--- config.mk ---
export PLATFORM = sky130hd
export DESIGN_NAME = pdm_stereo_rx
export DESIGN_NICKNAME = d
export VERILOG_FILES = /design/src/rtl/pdm_rx_pkg.sv /design/src/rtl/pdm_edge_sync.sv /design/src/rtl/pdm_lane_pack.sv /design/src/rtl/pdm_word_hold.sv /design/src/rtl/pdm_stereo_rx.sv
export SDC_FILE = /design/constraint.sdc
export NUM_CORES = 1
export LEC_CHECK = 0
export ABC_AREA = 1
export BUFFER_PORTS_ARGS = -buffer_cell sky130_fd_sc_hd__buf_2
export CORE_ASPECT_RATIO = 0.7
export CORE_UTILIZATION = 50
export CTS_CLUSTER_DIAMETER = 40
export CTS_CLUSTER_SIZE = 16
export DETAILED_ROUTE_END_ITERATION = 10
export HOLD_SLACK_MARGIN = 0.15
export PLACE_DENSITY = 0.67
export SLEW_MARGIN = 10
export SYNTH_ARGS = -nofsm -noshare
export SYNTH_HDL_FRONTEND = slang
export SYNTH_HIERARCHICAL = 1
export SYNTH_SLANG_ARGS = --single-unit
--- constraint.sdc ---
create_clock -name clk_i -period 1.85 [get_ports clk_i]
set_input_delay 0.37 -clock clk_i [delete_from_list [all_inputs] [get_ports clk_i]]
set_output_delay 0.37 -clock clk_i [all_outputs]
set_load 0.01 [all_outputs]
--- src/rtl/pdm_rx_pkg.sv ---
package pdm_rx_pkg;
  localparam int unsigned WORD_W_DEF = 32;
  localparam int unsigned SYNC_DEF   = 2;
endpackage

--- src/rtl/pdm_edge_sync.sv ---
module pdm_edge_sync #(
  parameter int unsigned STAGES = 2
) (
  input  logic clk_i,
  input  logic rst_ni,
  input  logic pclk_i,
  input  logic pdat_i,
  output logic rise_o,
  output logic fall_o,
  output logic bit_o
);
  logic [STAGES-1:0] clk_sr, dat_sr;
  logic              clk_prev;

  always_ff @(posedge clk_i or negedge rst_ni) begin
    if (!rst_ni) begin
      clk_sr   <= '0;
      dat_sr   <= '0;
      clk_prev <= 1'b0;
    end else begin
      clk_sr   <= {clk_sr[STAGES-2:0], pclk_i};
      dat_sr   <= {dat_sr[STAGES-2:0], pdat_i};
      clk_prev <= clk_sr[STAGES-1];
    end
  end

  assign rise_o = clk_sr[STAGES-1] & ~clk_prev;
  assign fall_o = ~clk_sr[STAGES-1] & clk_prev;
  assign bit_o  = dat_sr[STAGES-1];
endmodule

--- src/rtl/pdm_lane_pack.sv ---
module pdm_lane_pack #(
  parameter int unsigned WORD_W = 32,
  localparam int unsigned HALF_W = WORD_W / 2,
  localparam int unsigned CNT_W  = $clog2(HALF_W)
) (
  input  logic              clk_i,
  input  logic              rst_ni,
  input  logic              rise_i,
  input  logic              fall_i,
  input  logic              bit_i,
  output logic              done_o,
  output logic [WORD_W-1:0] word_o
);
  logic [HALF_W-1:0] left_sr, right_sr;
  logic [CNT_W-1:0]  pair_cnt;
  logic              last_pair;

  assign last_pair = (pair_cnt == CNT_W'(HALF_W - 1));

  always_ff @(posedge clk_i or negedge rst_ni) begin
    if (!rst_ni) begin
      left_sr  <= '0;
      right_sr <= '0;
      pair_cnt <= '0;
      done_o   <= 1'b0;
      word_o   <= '0;
    end else begin
      done_o <= 1'b0;
      if (rise_i) left_sr <= {left_sr[HALF_W-2:0], bit_i};
      if (fall_i) begin
        right_sr <= {right_sr[HALF_W-2:0], bit_i};
        if (last_pair) begin
          pair_cnt <= '0;
          done_o   <= 1'b1;
          word_o   <= {right_sr[HALF_W-2:0], bit_i, left_sr};
        end else begin
          pair_cnt <= pair_cnt + 1'b1;
        end
      end
    end
  end


  done_pulse_chk: assert property (@(posedge clk_i) disable iff (!rst_ni)
    done_o |=> !done_o);
endmodule

--- src/rtl/pdm_word_hold.sv ---
module pdm_word_hold #(
  parameter int unsigned WORD_W = 32
) (
  input  logic              clk_i,
  input  logic              rst_ni,
  input  logic              done_i,
  input  logic [WORD_W-1:0] word_i,
  input  logic              rd_i,
  input  logic              clr_ovr_i,
  output logic [WORD_W-1:0] word_o,
  output logic              valid_o,
  output logic              ovr_o
);
  always_ff @(posedge clk_i or negedge rst_ni) begin
    if (!rst_ni) begin
      word_o  <= '0;
      valid_o <= 1'b0;
      ovr_o   <= 1'b0;
    end else begin
      if (done_i) begin
        word_o  <= word_i;
        valid_o <= 1'b1;
      end else if (rd_i) begin
        valid_o <= 1'b0;
      end
      // loss wins over a simultaneous clear
      if (done_i && valid_o && !rd_i) ovr_o <= 1'b1;
      else if (clr_ovr_i)             ovr_o <= 1'b0;
    end
  end


  ovr_set_chk: assert property (@(posedge clk_i) disable iff (!rst_ni)
    done_i && valid_o && !rd_i |=> ovr_o);

  ovr_sticky_chk: assert property (@(posedge clk_i) disable iff (!rst_ni)
    ovr_o && !clr_ovr_i |=> ovr_o);

  rd_clear_chk: assert property (@(posedge clk_i) disable iff (!rst_ni)
    rd_i && valid_o && !done_i |=> !valid_o && $stable(word_o));

  rd_same_cycle_chk: assert property (@(posedge clk_i) disable iff (!rst_ni)
    done_i && rd_i && !clr_ovr_i |=> valid_o && (ovr_o == $past(ovr_o)));

  rd_empty_chk: assert property (@(posedge clk_i) disable iff (!rst_ni)
    rd_i && !valid_o && !done_i |=> !valid_o && $stable(word_o));
endmodule

--- src/rtl/pdm_stereo_rx.sv ---
module pdm_stereo_rx
  import pdm_rx_pkg::*;
#(
  parameter int unsigned WORD_W = WORD_W_DEF,
  parameter int unsigned SYNC_N = SYNC_DEF
) (
  input  logic              clk_i,
  input  logic              rst_ni,
  input  logic              pdm_clk_i,
  input  logic              pdm_dat_i,
  input  logic              rd_i,
  input  logic              clr_ovr_i,
  output logic [WORD_W-1:0] word_o,
  output logic              valid_o,
  output logic              ovr_o
);
  logic              rise, fall, smp_bit, done;
  logic [WORD_W-1:0] packed_word;

  pdm_edge_sync #(.STAGES(SYNC_N)) u_sync (
    .clk_i(clk_i), .rst_ni(rst_ni), .pclk_i(pdm_clk_i), .pdat_i(pdm_dat_i),
    .rise_o(rise), .fall_o(fall), .bit_o(smp_bit)
  );

  pdm_lane_pack #(.WORD_W(WORD_W)) u_pack (
    .clk_i(clk_i), .rst_ni(rst_ni), .rise_i(rise), .fall_i(fall),
    .bit_i(smp_bit), .done_o(done), .word_o(packed_word)
  );

  pdm_word_hold #(.WORD_W(WORD_W)) u_hold (
    .clk_i(clk_i), .rst_ni(rst_ni), .done_i(done), .word_i(packed_word),
    .rd_i(rd_i), .clr_ovr_i(clr_ovr_i), .word_o(word_o),
    .valid_o(valid_o), .ovr_o(ovr_o)
  );
endmodule

==> results of run 1 <==
sequential cells by signal (all words and copies together), names as in the netlist:
signal	count
u_pack/right_sr	15
u_hold/ovr_o	1
u_pack/word_o	32
u_pack/left_sr	16
u_sync/clk_prev	1
u_hold/valid_o	1
u_hold/word_o	32
u_sync/clk_sr	2
u_sync/dat_sr	2
u_pack/done_o	1
u_pack/pair_cnt	4
cell usage in the layout, fill, tap and decap left out, types with 2 or more instances in the layout:
master	n
o21ai_0	25
buf_2	38
inv_1	23
dlygate4sd3_1	3
clkbuf_16	9
a21oi_1	7
nor2_1	10
nand2_1	208
nand3_1	3
buf_12	2
inv_6	3
dfrtp_1	107
nand2_2	22
buf_4	9
layout make-up:
cell class              instances  area, um2
fillers                       698       3228
inverters                      25      101.3
multi-input cells             280       1180
flip-flops and latches        107       2678
clock buffers                   9      225.2
well taps                     101      126.4
repair buffers                 52      327.8
clock inverters                 6      72.57
cell families (layout without fill, tap and decap cells):
kind of cell               after synthesis  after routing  synth area share (%)
AOI/OAI and AO/OA                       32             32                 3.881
DFF                                    107            107                 64.89
xor gates and xnor gates                 1              1                0.2123
and+or+nand+nor                        246            246                 24.20
buffers and inverters                   44             92                 6.519
adders and majority gates                1              1                0.3032
worst paths after layout:
| check | from | endpoint | cells past startpoint |
|---|---|---|---|
| min | clr_ovr_i | u_hold/ovr_o$_DFFE_PN0P_ | 4 |
| max in group asynchronous | rst_ni | u_pack/pair_cnt[3]$_DFFE_PN0P_ | 3 |
| max reg2reg | u_sync/clk_sr[1]$_DFF_PN0_ | u_pack/word_o[6]$_DFFE_PN0P_ | 6 |
| max | u_sync/clk_sr[1]$_DFF_PN0_ | u_pack/word_o[6]$_DFFE_PN0P_ | 6 |
| min in group asynchronous | rst_ni | u_hold/word_o[7]$_DFFE_PN0P_ | 2 |
| min reg2reg | u_sync/clk_sr[0]$_DFF_PN0_ | u_sync/clk_sr[1]$_DFF_PN0_ | 0 |
stage by stage:
stage | hold WS (ns) | setup slack, ns
5_1_grt | 0.2957 | 0.2355
2_1_floorplan | 0.07441 | 0.6444
6_report | 0.2617 | 0.3832
3_5_place_dp | 0.3373 | 0.3848
4_1_cts | 0.2530 | 0.3705
3_3_place_gp | 0.3325 | 0.4468
power groups by stage:
stage / clock network, mW / registers [mW] / logic (mW)
global route: 2.05 / 2.82 / 0.465
detailed placement: 0 / 2.83 / 0.396
CTS: 1.96 / 2.79 / 0.404
floorplan: 0 / 2.78 / 0.274
global placement: 0 / 2.82 / 0.370
finish: 1.91 / 2.79 / 0.396
worst min-delay path: stages:
cell and delay, ns:
buf_2 0.08, inv_1 0.03, nand2_1 0.05, nand2_1 0.05
routing by layer:
| metal | track usage (%) | vias to the layer above | share of wire, % |
|---|---|---|---|
| li1 | - | 1394 | - |
| met1 | 27.99 | 1271 | 53 |
| met2 | 27.33 | 59 | 42 |
| met4 | 5.733 | 0 | 1.1 |
| met3 | 6.094 | 5 | 4.2 |
| met5 | 0 | - | 0 |
==> key figures, run 1 <==
Worst setup path
  • Required time reported for the critical path endpoint: 2.08 ns
  • Total buffers and inverters traversed by the critical path: 2
  • Endpoint kind of the worst setup timing path: flip-flop
  • Biggest cell delay along the critical path: 0.39 ns
  • Largest driver fanout on the critical path: 32
  • Crit path arrival time: 1.70 ns
  • Worst-case register-to-register setup slack: 0.38 ns
  • Startpoint-to-endpoint class of the critical path: flip-flop to flip-flop
  • Cell type group with the largest total delay on the critical path: buffers and inverters
  • Kind of start point of the critical path: flip-flop
  • Slowest cell on the critical path: dfrtp_1
  • Cell Chain, Critical Path: nor2_1 > buf_4 > nand4_1 > buf_4 > nand2_1 > nand2_1

Pwr
  • Share of total power in sequential cells: 54.8%
  • Peak VDD IR: 0.6657 mV
  • Overall power of the completed layout: 5.094 mW
  • Clk pwr share: 37.4%
  • Fraction of power spent switching nets: 25.31%
  • Reported net switching power: 1.289 mW
  • Cell Pwr Density: 1081 mW/mm2
  • Design internal power: 3.805 mW
  • Share of power burned in combinational logic: 7.8%
  • Leak Pwr: 2.621 nW

Global routing
  • Global-route wire length before repair: 12820 um
  • Antenna violations before repair: 0
  • Maximum number of pins on one net before global-route repair: 39
  • Remaining global-route overflow: 0
  • Via count of the first global-routing pass: 2616
  • Combined global-route utilization of all metal layers: 19.15%

Synth
  • Number of register bits inferred by synthesis: 107
  • Post-synth EDFFs: 0
  • Net Count, Synth: 438
  • Number of warnings issued by yosys: 6
  • Largest area contributor in the netlist: dfrtp_1
  • Most frequently used cell type in the post-synthesis netlist: nand2_1
  • Top post-synthesis cells by count: nand2_1 (208), dfrtp_1 (107), o21ai_0 (25), inv_1 (23), nand2_2 (22)
  • Seq/Total Area, Yosys: 64.89%
  • Synthesized area: 0.004126 mm2
  • Post-Synthesis Mean Instance Area: 9.574 um2
  • Share of async-settable or async-resettable flops after synthesis: 100.0%
  • Most instantiated flip-flop cell in the synthesis netlist: dfrtp_1
  • Fraction of post-synthesis cell area in the top cell type by area: 64.89%
  • Instance count of the mapped netlist: 431
  • Top area cells in the synthesized netlist: dfrtp_1 (65%), nand2_1 (19%), nand2_2 (3.3%)
  • Synth cell types: 20

Layout
  • Share of the core filled with cells: 59.34%
  • Area growth from synthesis to layout: 14.16%
  • Post-layout net count: 482
  • Non-filler instance count after layout: 580
  • Count of antenna diodes in the layout: 0
  • Non-Filler Cell Area, Final: 0.004711 mm2
  • Share of post-route cells with drive strength above 1: 18.79%

Clock network
  • Quantity of gates resized following cts: 0
  • Number of buffers added to fix hold violations after cts: 3
  • Number of H-tree levels: 3
  • Clock root cell: clkbuf_16
  • Clk pin slew, worst setup/hold paths: 0.07 ns
  • CTS Sinks: 107
  • Maximum buffer depth of the clock tree: 2
  • Clk_lat worst skew: 0.34 ns
  • TritonCTS buffer count: 9
  • TritonCTS clock tree: yes
  • Number of buffers inserted to repair setup after CTS: 0

Timing
  • Period utilization: 79.29%
  • Timing-limited maximum frequency: 681.7 MHz
  • Final setup TNS: 0 ns
  • Worst-margin pin slew: 0.4914 ns
  • Endpoints failing hold: 0
  • Setup violators final: 0
  • Max Transition Viols Final: 0
  • Minimum period implied by the final worst setup slack: 1.467 ns
  • RSZ-0062 raised after global routing: no
  • Worst clock skew: 0.006476 ns
  • Slew margin rel.: 67.24%

Die
  • Die Ht: 78.01 um
  • I/O pin count: 40
  • Floorplan Core Area: 0.007939 mm2
  • Std-Cell Rows: 27
  • Die Outline Area: 0.008626 mm2
  • Effective utilization at floorplan: 51.98%
  • Die extent in x: 110.6 um

Routing
  • Drt total wl: 7412 um
  • Number of search-and-repair iterations in the first detailed-routing pass: 4
  • DR WL/cell: 12.78 um
  • Total number of vias: 2729
  • Ratio of routed vias to standard cells: 4.705
  • Remaining antenna violation count after routing: 0
  • DR DRC count: 0
  • Violation count after the first detailed-routing iteration: 117

Job
  • Number of maximum-capacitance constraint violations: 0

Min path
  • Path type of the worst min-delay path: input port to flip-flop

Place
  • Post-DP HPWL: 4884 um
  • Placed standard-cell area: 0.004383 mm2
  • Routability congestion estimate: 0.7371
  • Number of placed instances, taps included: 562
  • Buffers added on ports: 39

Outcome
  • Run status: completed
No activity file was read; power rests on OpenSTA's default activity.
==> inputs of run 2 (changes only) <==
- clock period: 1.85 -> 1.4 ns (I/O delays scaled with it)
==> run 2 against run 1 <==
Via count grew 7.0%. Non-clock buffer count increased by 14. Count of clock-buffer cells in the layout unchanged. Setup slack lost 0.35 ns. Register-to-register slack worse by 0.35 ns. First-iteration DRC count grew 76%. Combinational power up 66%. Worst hold slack worse by 0.091 ns. Highest routed layer unchanged.
==> key figures, run 2 (synthesis gave the netlist of run 1 again) <==
Timing
  • Slew margin rel.: 75.65% (+8.4 points)
  • Final-layout worst hold slack: 0.1707 ns (-0.09098 ns)
  • Endpoints failing hold: 0 (unchanged)
  • Worst clock skew: 0.009478 ns (+0.003002 ns)
  • Setup violators final: 0 (unchanged)
  • Worst-margin pin slew: 0.3652 ns (-0.1262 ns)
  • Max Transition Viols Final: 0 (unchanged)
  • Minimum period implied by the final worst setup slack: 1.367 ns (-0.09959 ns)
  • Final worst slack: 0.03277 ns (-0.3504 ns)
  • Timing-limited maximum frequency: 731.4 MHz (+7.3%)
  • Period utilization: 97.66% (+18 points)

Min path
  • Number of stages on the worst hold path: 4 (unchanged)
  • Hold worst-path end: u_hold/ovr_o$_DFFE_PN0P_
  • Path type of the worst min-delay path: input port to flip-flop
  • Critical hold path startpoint: clr_ovr_i

Worst setup path
  • Worst-case register-to-register setup slack: 0.03 ns (-0.35 ns)
  • Capture point of the worst reg-to-reg path: u_pack/word_o[30]$_DFFE_PN0P_
  • Required time reported for the critical path endpoint: 1.64 ns (-0.44 ns)
  • Cell type group with the largest total delay on the critical path: buffers and inverters
  • Total buffers and inverters traversed by the critical path: 4 (+2)
  • Cell Chain, Critical Path: inv_1 > nor2_4 > buf_6 > nand4_1 > buf_6 > clkbuf_16 > nand2_1 > nand2_1
  • Slowest cell on the critical path: dfrtp_1
  • Number of cells on the critical path: 8 (+2)
  • Crit path arrival time: 1.60 ns (-0.10 ns)
  • Count of cells along the worst register-to-register path: 8 (+2)
  • Startpoint-to-endpoint class of the critical path: flip-flop to flip-flop
  • Crit Reg-Reg Startpoint: u_sync/clk_prev$_DFF_PN0_
  • Kind of start point of the critical path: flip-flop
  • Endpoint kind of the worst setup timing path: flip-flop
  • Biggest cell delay along the critical path: 0.37 ns (-0.02 ns)
  • Largest driver fanout on the critical path: 16 (-50%)

Pwr
  • Leak Pwr: 2.728 nW (+4.1%)
  • Clk pwr share: 35.7% (-1.7 points)
  • Reported net switching power: 1.783 mW (+38%)
  • Share of power burned in combinational logic: 9.8% (+2.0 points)
  • Design internal power: 4.943 mW (+30%)
  • Fraction of power spent switching nets: 26.51% (+1.2 points)
  • Cell Pwr Density: 1365 mW/mm2 (+26%)
  • Peak VDD IR: 0.6963 mV (+4.6%)
  • Share of total power in sequential cells: 54.6% (-0.2 points)
  • Overall power of the completed layout: 6.726 mW (+32%)

Routing
  • DR DRC count: 0 (unchanged)
  • Remaining antenna violation count after routing: 0 (unchanged)
  • Number of search-and-repair iterations in the first detailed-routing pass: 4 (unchanged)
  • Total number of vias: 2919 (+7.0%)
  • Ratio of routed vias to standard cells: 4.898 (+4.1%)
  • Drt total wl: 8369 um (+13%)
  • DR WL/cell: 14.04 um (+9.9%)
  • Violation count after the first detailed-routing iteration: 206 (+76%)

Clock network
  • Clk pin slew, worst setup/hold paths: 0.07 ns (about the same)
  • Clk_lat worst skew: 0.34 ns (about the same)
  • TritonCTS buffer count: 9 (unchanged)
  • Number of H-tree levels: 3 (unchanged)
  • Maximum buffer depth of the clock tree: 2 (unchanged)
  • TritonCTS clock tree: yes
  • CTS Sinks: 107 (unchanged)
  • Clock root cell: clkbuf_16

Die
  • Effective utilization at floorplan: 51.98% (unchanged)
  • Die Ht: 78.01 um (unchanged)
  • Floorplan Core Area: 0.007939 mm2 (unchanged)
  • I/O pin count: 40 (unchanged)
  • Die extent in x: 110.6 um (unchanged)
  • Die Outline Area: 0.008626 mm2 (unchanged)
  • Std-Cell Rows: 27 (unchanged)

Layout
  • Leading cell types in the layout, fill and taps excluded: nand2_1 (208), dfrtp_1 (107), buf_2 (39)
  • Most common cell after layout, fill and taps aside: nand2_1
  • Count of antenna diodes in the layout: 0 (unchanged)
  • Filler cells: 650 (-6.9%)
  • Registers with the most flip-flops: u_hold/word_o: 32 flops, u_pack/word_o: 32 flops, u_pack/left_sr: 16 flops
  • Area growth from synthesis to layout: 19.38%
  • Non-filler instance count after layout: 596 (+2.8%)
  • Share of post-route cells with drive strength above 1: 21.82% (+3.0 points)
  • Post-layout net count: 497 (+3.1%)

Job
  • Number of maximum-capacitance constraint violations: 0 (unchanged)

Global routing
  • Antenna violations before repair: 0 (unchanged)
  • Combined global-route utilization of all metal layers: 20.13% (+0.98 points)
  • Via count of the first global-routing pass: 2699 (+3.2%)
  • Global-route wire length before repair: 13500 um (+5.3%)
  • Remaining global-route overflow: 0 (unchanged)
  • Maximum number of pins on one net before global-route repair: 34 (-13%)

Place
  • Number of placed instances, taps included: 566 (+0.71%)
  • Buffers added on ports: 39 (unchanged)
  • Post-DP HPWL: 4873 um (-0.24%)
  • Post-placement worst setup slack: -0.1739 ns (-0.5587 ns)
  • Routability congestion estimate: 0.7141 (-3.1%)

Outcome
  • Run status: completed
-- run 2: cell types whose count changed in the layout (fill, tap and decap cells not counted), moves of 2 or more --
cell	previous run	this run
buf_12	2	7
clkbuf_16	9	11
buf_6	0	2
buf_4	9	13
nor2_4	1	3
-- run 2: power groups by stage --
| stage | clock [mW] | sequential, mW | combinational (mW) |
|---|---|---|---|
| floorplan | 0 | 3.67 | 0.362 |
| global placement | 0 | 3.71 | 0.582 |
| detailed placement | 0 | 3.72 | 0.613 |
| CTS | 2.45 | 3.66 | 0.641 |
| global route | 2.58 | 3.71 | 0.761 |
| finish | 2.40 | 3.67 | 0.656 |
-- run 2: routing by layer --
layer | GRT usage (%) | wire, um | vias up
li1 | - | - | 1434
met1 | 30.65 | 4333 | 1394
met2 | 28.70 | 3579 | 84
met3 | 5.078 | 395 | 7
met4 | 5.200 | 59 | 0
met5 | 0 | 0 | -
-- run 2: per-stage QoR --
| step | utilization [%] | cell area, um2 | TNS [ns] |
|---|---|---|---|
| after global routing | 62.05 | 4926 | -0.01053 |
| after detailed placement | 56.06 | 4451 | -3.841 |
| after global placement | 56.06 | 4451 | -2.993 |
| after CTS | 60.71 | 4820 | 0 |
| final | 62.05 | 4926 | 0 |
| after floorplan | - | 4126 | 0 |
-- run 2: area by class of cell --
cell class | instances | area [um2] | share of cell area (%)
clock inverter | 7 | 58.81 | 1.194
tap | 101 | 126.4 | 2.565
sequential | 107 | 2678 | 54.36
clock buffer | 9 | 225.2 | 4.572
timing repair buffer | 66 | 535.5 | 10.87
multi-input combinational | 281 | 1201 | 24.38
inverter | 25 | 101.3 | 2.057
-- run 2: what timing repair did --
| action | CTS | global route |
|---|---|---|
| gates cloned | 2 | 2 |
| hold buffers | 3 | 0 |
| endpoints found under the setup margin | 33 | 33 |
| gates resized for setup | 4 | 2 |
| pin swaps | 1 | 3 |
| setup buffers | 2 | 5 |
| hold endpoints to repair | 23 | 0 |
-- run 2: how the worst max path moves through the flow --
stage                                   start                       endpoint
2_1_floorplan      u_sync/clk_sr[1]$_DFF_PN0_  u_pack/word_o[10]$_DFFE_PN0P_
3_3_place_gp       u_sync/clk_sr[1]$_DFF_PN0_   u_pack/word_o[3]$_DFFE_PN0P_
3_5_place_dp       u_sync/clk_sr[1]$_DFF_PN0_   u_pack/word_o[6]$_DFFE_PN0P_
4_1_cts        u_pack/pair_cnt[0]$_DFFE_PN0P_  u_pack/word_o[18]$_DFFE_PN0P_
5_1_grt             u_sync/clk_prev$_DFF_PN0_  u_pack/word_o[19]$_DFFE_PN0P_
6_report            u_sync/clk_prev$_DFF_PN0_  u_pack/word_o[30]$_DFFE_PN0P_
-- run 2: worst register-to-register path, delay by kind of cell (launching register included) --
kind | cells | cell delay (ns)
buffers and inverters | 4 | 0.53
AND/OR/NAND/NOR | 4 | 0.37
flip-flops | 1 | 0.37
==> inputs of run 3 (changes only) <==
- CELL_PAD_IN_SITES_DETAIL_PLACEMENT: unset -> 1
- CELL_PAD_IN_SITES_GLOBAL_PLACEMENT: unset -> 1
- CORE_UTILIZATION: 50 -> 45
- PLACE_DENSITY: 0.67 -> 0.76
==> run 3 against run 2 <==
Register-to-register slack better by 0.04 ns. Worst hold slack better by 0.012 ns. Clock skew down 0.0011 ns. Critical endpoint is now u_pack/word_o[28]$_DFFE_PN0P_. Largest power group unchanged. Highest routed layer unchanged.
==> key figures, run 3 (synthesis gave the netlist of run 1 again) <==
Clock network
  • Maximum buffer depth of the clock tree: 2 (unchanged)
  • TritonCTS clock tree: yes
  • Clock root cell: clkbuf_16
  • TritonCTS buffer count: 9 (unchanged)
  • Number of H-tree levels: 3 (unchanged)
  • CTS Sinks: 107 (unchanged)
  • Clk pin slew, worst setup/hold paths: 0.07 ns (about the same)
  • Clk_lat worst skew: 0.35 ns (about the same)

Worst setup path
  • Kind of start point of the critical path: flip-flop
  • Startpoint-to-endpoint class of the critical path: flip-flop to flip-flop
  • Worst-case register-to-register setup slack: 0.07 ns (+0.04 ns)
  • Count of cells along the worst register-to-register path: 9 (+1)
  • First element of the critical path: u_sync/clk_prev$_DFF_PN0_
  • Required time reported for the critical path endpoint: 1.69 ns (+0.05 ns)
  • Slowest cell on the critical path: dfrtp_1
  • Total buffers and inverters traversed by the critical path: 5 (+1)
  • Capture point of the worst reg-to-reg path: u_pack/word_o[28]$_DFFE_PN0P_
  • Crit path arrival time: 1.62 ns (+0.02 ns)
  • Crit Reg-Reg Startpoint: u_sync/clk_prev$_DFF_PN0_
  • Endpoint kind of the worst setup timing path: flip-flop
  • Biggest cell delay along the critical path: 0.35 ns (-0.02 ns)
  • Largest driver fanout on the critical path: 6 (-10)
  • Cell type group with the largest total delay on the critical path: buffers and inverters
  • Cell Chain, Critical Path: inv_1 > nor2_2 > buf_4 > inv_2 > nor2_4 > buf_12 > buf_12 > nand2_1 > nand2_1

Place
  • Post-placement worst setup slack: 0.01063 ns (+0.1845 ns)
  • Post-DP HPWL: 5952 um (+22%)
  • Buffers added on ports: 39 (unchanged)
  • Routability congestion estimate: 0.8050 (+13%)

Die
  • I/O pin count: 40 (unchanged)
  • Die extent in x: 116.5 um (+5.3%)
  • Die Ht: 82.12 um (+5.3%)
  • Floorplan Core Area: 0.008653 mm2 (+9.0%)
  • Die Outline Area: 0.009563 mm2 (+11%)
  • Effective utilization at floorplan: 47.69% (-4.3 points)
  • Std-Cell Rows: 28 (+3.7%)

Routing
  • Ratio of routed vias to standard cells: 4.895 (about the same)
  • DR WL/cell: 16.08 um (+15%)
  • Drt total wl: 9761 um (+17%)
  • DR DRC count: 0 (unchanged)
  • Total number of vias: 2971 (+1.8%)
  • Remaining antenna violation count after routing: 0 (unchanged)
  • Violation count after the first detailed-routing iteration: 138 (-33%)
  • Number of search-and-repair iterations in the first detailed-routing pass: 4 (unchanged)

Global routing
  • Via count of the first global-routing pass: 3035 (+12%)
  • Antenna violations before repair: 0 (unchanged)
  • Maximum number of pins on one net before global-route repair: 58 (+71%)
  • Global-route wire length before repair: 14880 um (+10%)
  • Combined global-route utilization of all metal layers: 21.17% (+1.0 points)
  • Remaining global-route overflow: 0 (unchanged)

Layout
  • Share of post-route cells with drive strength above 1: 20.33% (-1.5 points)
  • Leading cell types in the layout, fill and taps excluded: nand2_1 (208), dfrtp_1 (107), buf_2 (38)
  • Area growth from synthesis to layout: 18.41%
  • Count of antenna diodes in the layout: 0 (unchanged)
  • Most common cell after layout, fill and taps aside: nand2_1
  • Post-layout net count: 489 (-1.6%)
  • Registers with the most flip-flops: u_hold/word_o: 32 flops, u_pack/word_o: 32 flops, u_pack/left_sr: 16 flops

Timing
  • Worst-margin pin slew: 0.3223 ns (-0.04285 ns)
  • Endpoints failing hold: 0 (unchanged)
  • Final setup TNS: 0 ns (unchanged)
  • Setup violators final: 0 (unchanged)
  • Minimum period implied by the final worst setup slack: 1.330 ns (-0.03727 ns)
  • Period utilization: 95.00% (-2.7 points)
  • Final worst slack: 0.07004 ns (+0.03727 ns)
  • Slew margin rel.: 78.51% (+2.9 points)
  • Max Transition Viols Final: 0 (unchanged)
  • Timing-limited maximum frequency: 751.9 MHz (+2.8%)
  • Worst clock skew: 0.008416 ns (-0.001062 ns)

Job
  • Number of maximum-capacitance constraint violations: 0 (unchanged)

Min path
  • Hold worst-path end: u_hold/ovr_o$_DFFE_PN0P_
  • Path type of the worst min-delay path: input port to flip-flop
  • Number of stages on the worst hold path: 4 (unchanged)
  • Critical hold path startpoint: clr_ovr_i

Pwr
  • Overall power of the completed layout: 6.665 mW (-0.90%)
  • Peak VDD IR: 0.8409 mV (+21%)
  • Cell Pwr Density: 1364 mW/mm2 (about the same)
  • Leak Pwr: 2.682 nW (-1.7%)

Outcome
  • Run status: completed
-- run 3: cell count changes in the layout (fill, tap and decap cells not counted), moves of 2 or more --
cell and change:
buf_4 -5, buf_6 -2, clkbuf_8 +2, clkinv_4 -2, inv_6 -2, nor2_4 -2
-- run 3: report_power, final --
part	internal (mW)	switching, mW	leakage [nW]	total (mW)
Clock	1.30	1.09	0.135	2.39
Sequential	3.43	0.270	1.43	3.70
Combinational	0.222	0.356	1.11	0.579
Total	4.95	1.71	2.68	6.67
-- run 3: repair_timing --
| action | in CTS | in global routing |
|---|---|---|
| hold buffers | 3 | 0 |
| buffers inserted | 0 | 2 |
| gates resized for setup | 0 | 3 |
| endpoints found under the setup margin | 0 | 31 |
| hold endpoints to repair | 52 | 0 |
-- run 3: how the worst max path moves through the flow --
stage / endpoint / slack [ns] / cells after the start
after CTS: u_pack/word_o[28]$_DFFE_PN0P_ / 0.00002 / 7
after global routing: u_pack/word_o[28]$_DFFE_PN0P_ / -0.03 / 9
final: u_pack/word_o[28]$_DFFE_PN0P_ / 0.07 / 9
after detailed placement: u_pack/word_o[28]$_DFFE_PN0P_ / 0.01 / 7
after global placement: u_pack/word_o[18]$_DFFE_PN0P_ / 0.15 / 7
after floorplan: u_pack/word_o[10]$_DFFE_PN0P_ / 0.19 / 5
-- run 3: worst reg2reg max path: cells and delay by family, from the launching register on --
| family | cells | cell delay, ns |
|---|---|---|
| buffers and inverters | 5 | 0.54 |
| and+or+nand+nor | 4 | 0.39 |
| DFF | 1 | 0.35 |
-- run 3: metrics by stage --
stage	hold slack [ns]	cells	instance area [um2]	utilization, %
floorplan	-0.01559	431	4126	-
global placement	0.1852	582	4452	51.45
detailed placement	0.1884	582	4452	51.45
CTS	0.1743	601	4763	55.05
global route	0.1976	607	4886	56.46
finish	0.1824	607	4886	56.46
-- run 3: layout make-up --
type	instances	area, um2
clock inverter	4	25.02
timing repair buffer	59	490.5
clock buffer	12	256.5
fill	1006	3767
sequential	107	2678
inverter	25	101.3
tap	120	150.1
multi-input combinational	280	1185
-- run 3: layer usage --
metal  vias to the layer above  track usage (%)  routed length, um
met5                         -                0                  0
met4                         0            6.154                101
met3                         9            6.131                356
met2                        49            34.14               4574
met1                      1498            28.02               4728
li1                       1415                -                  -
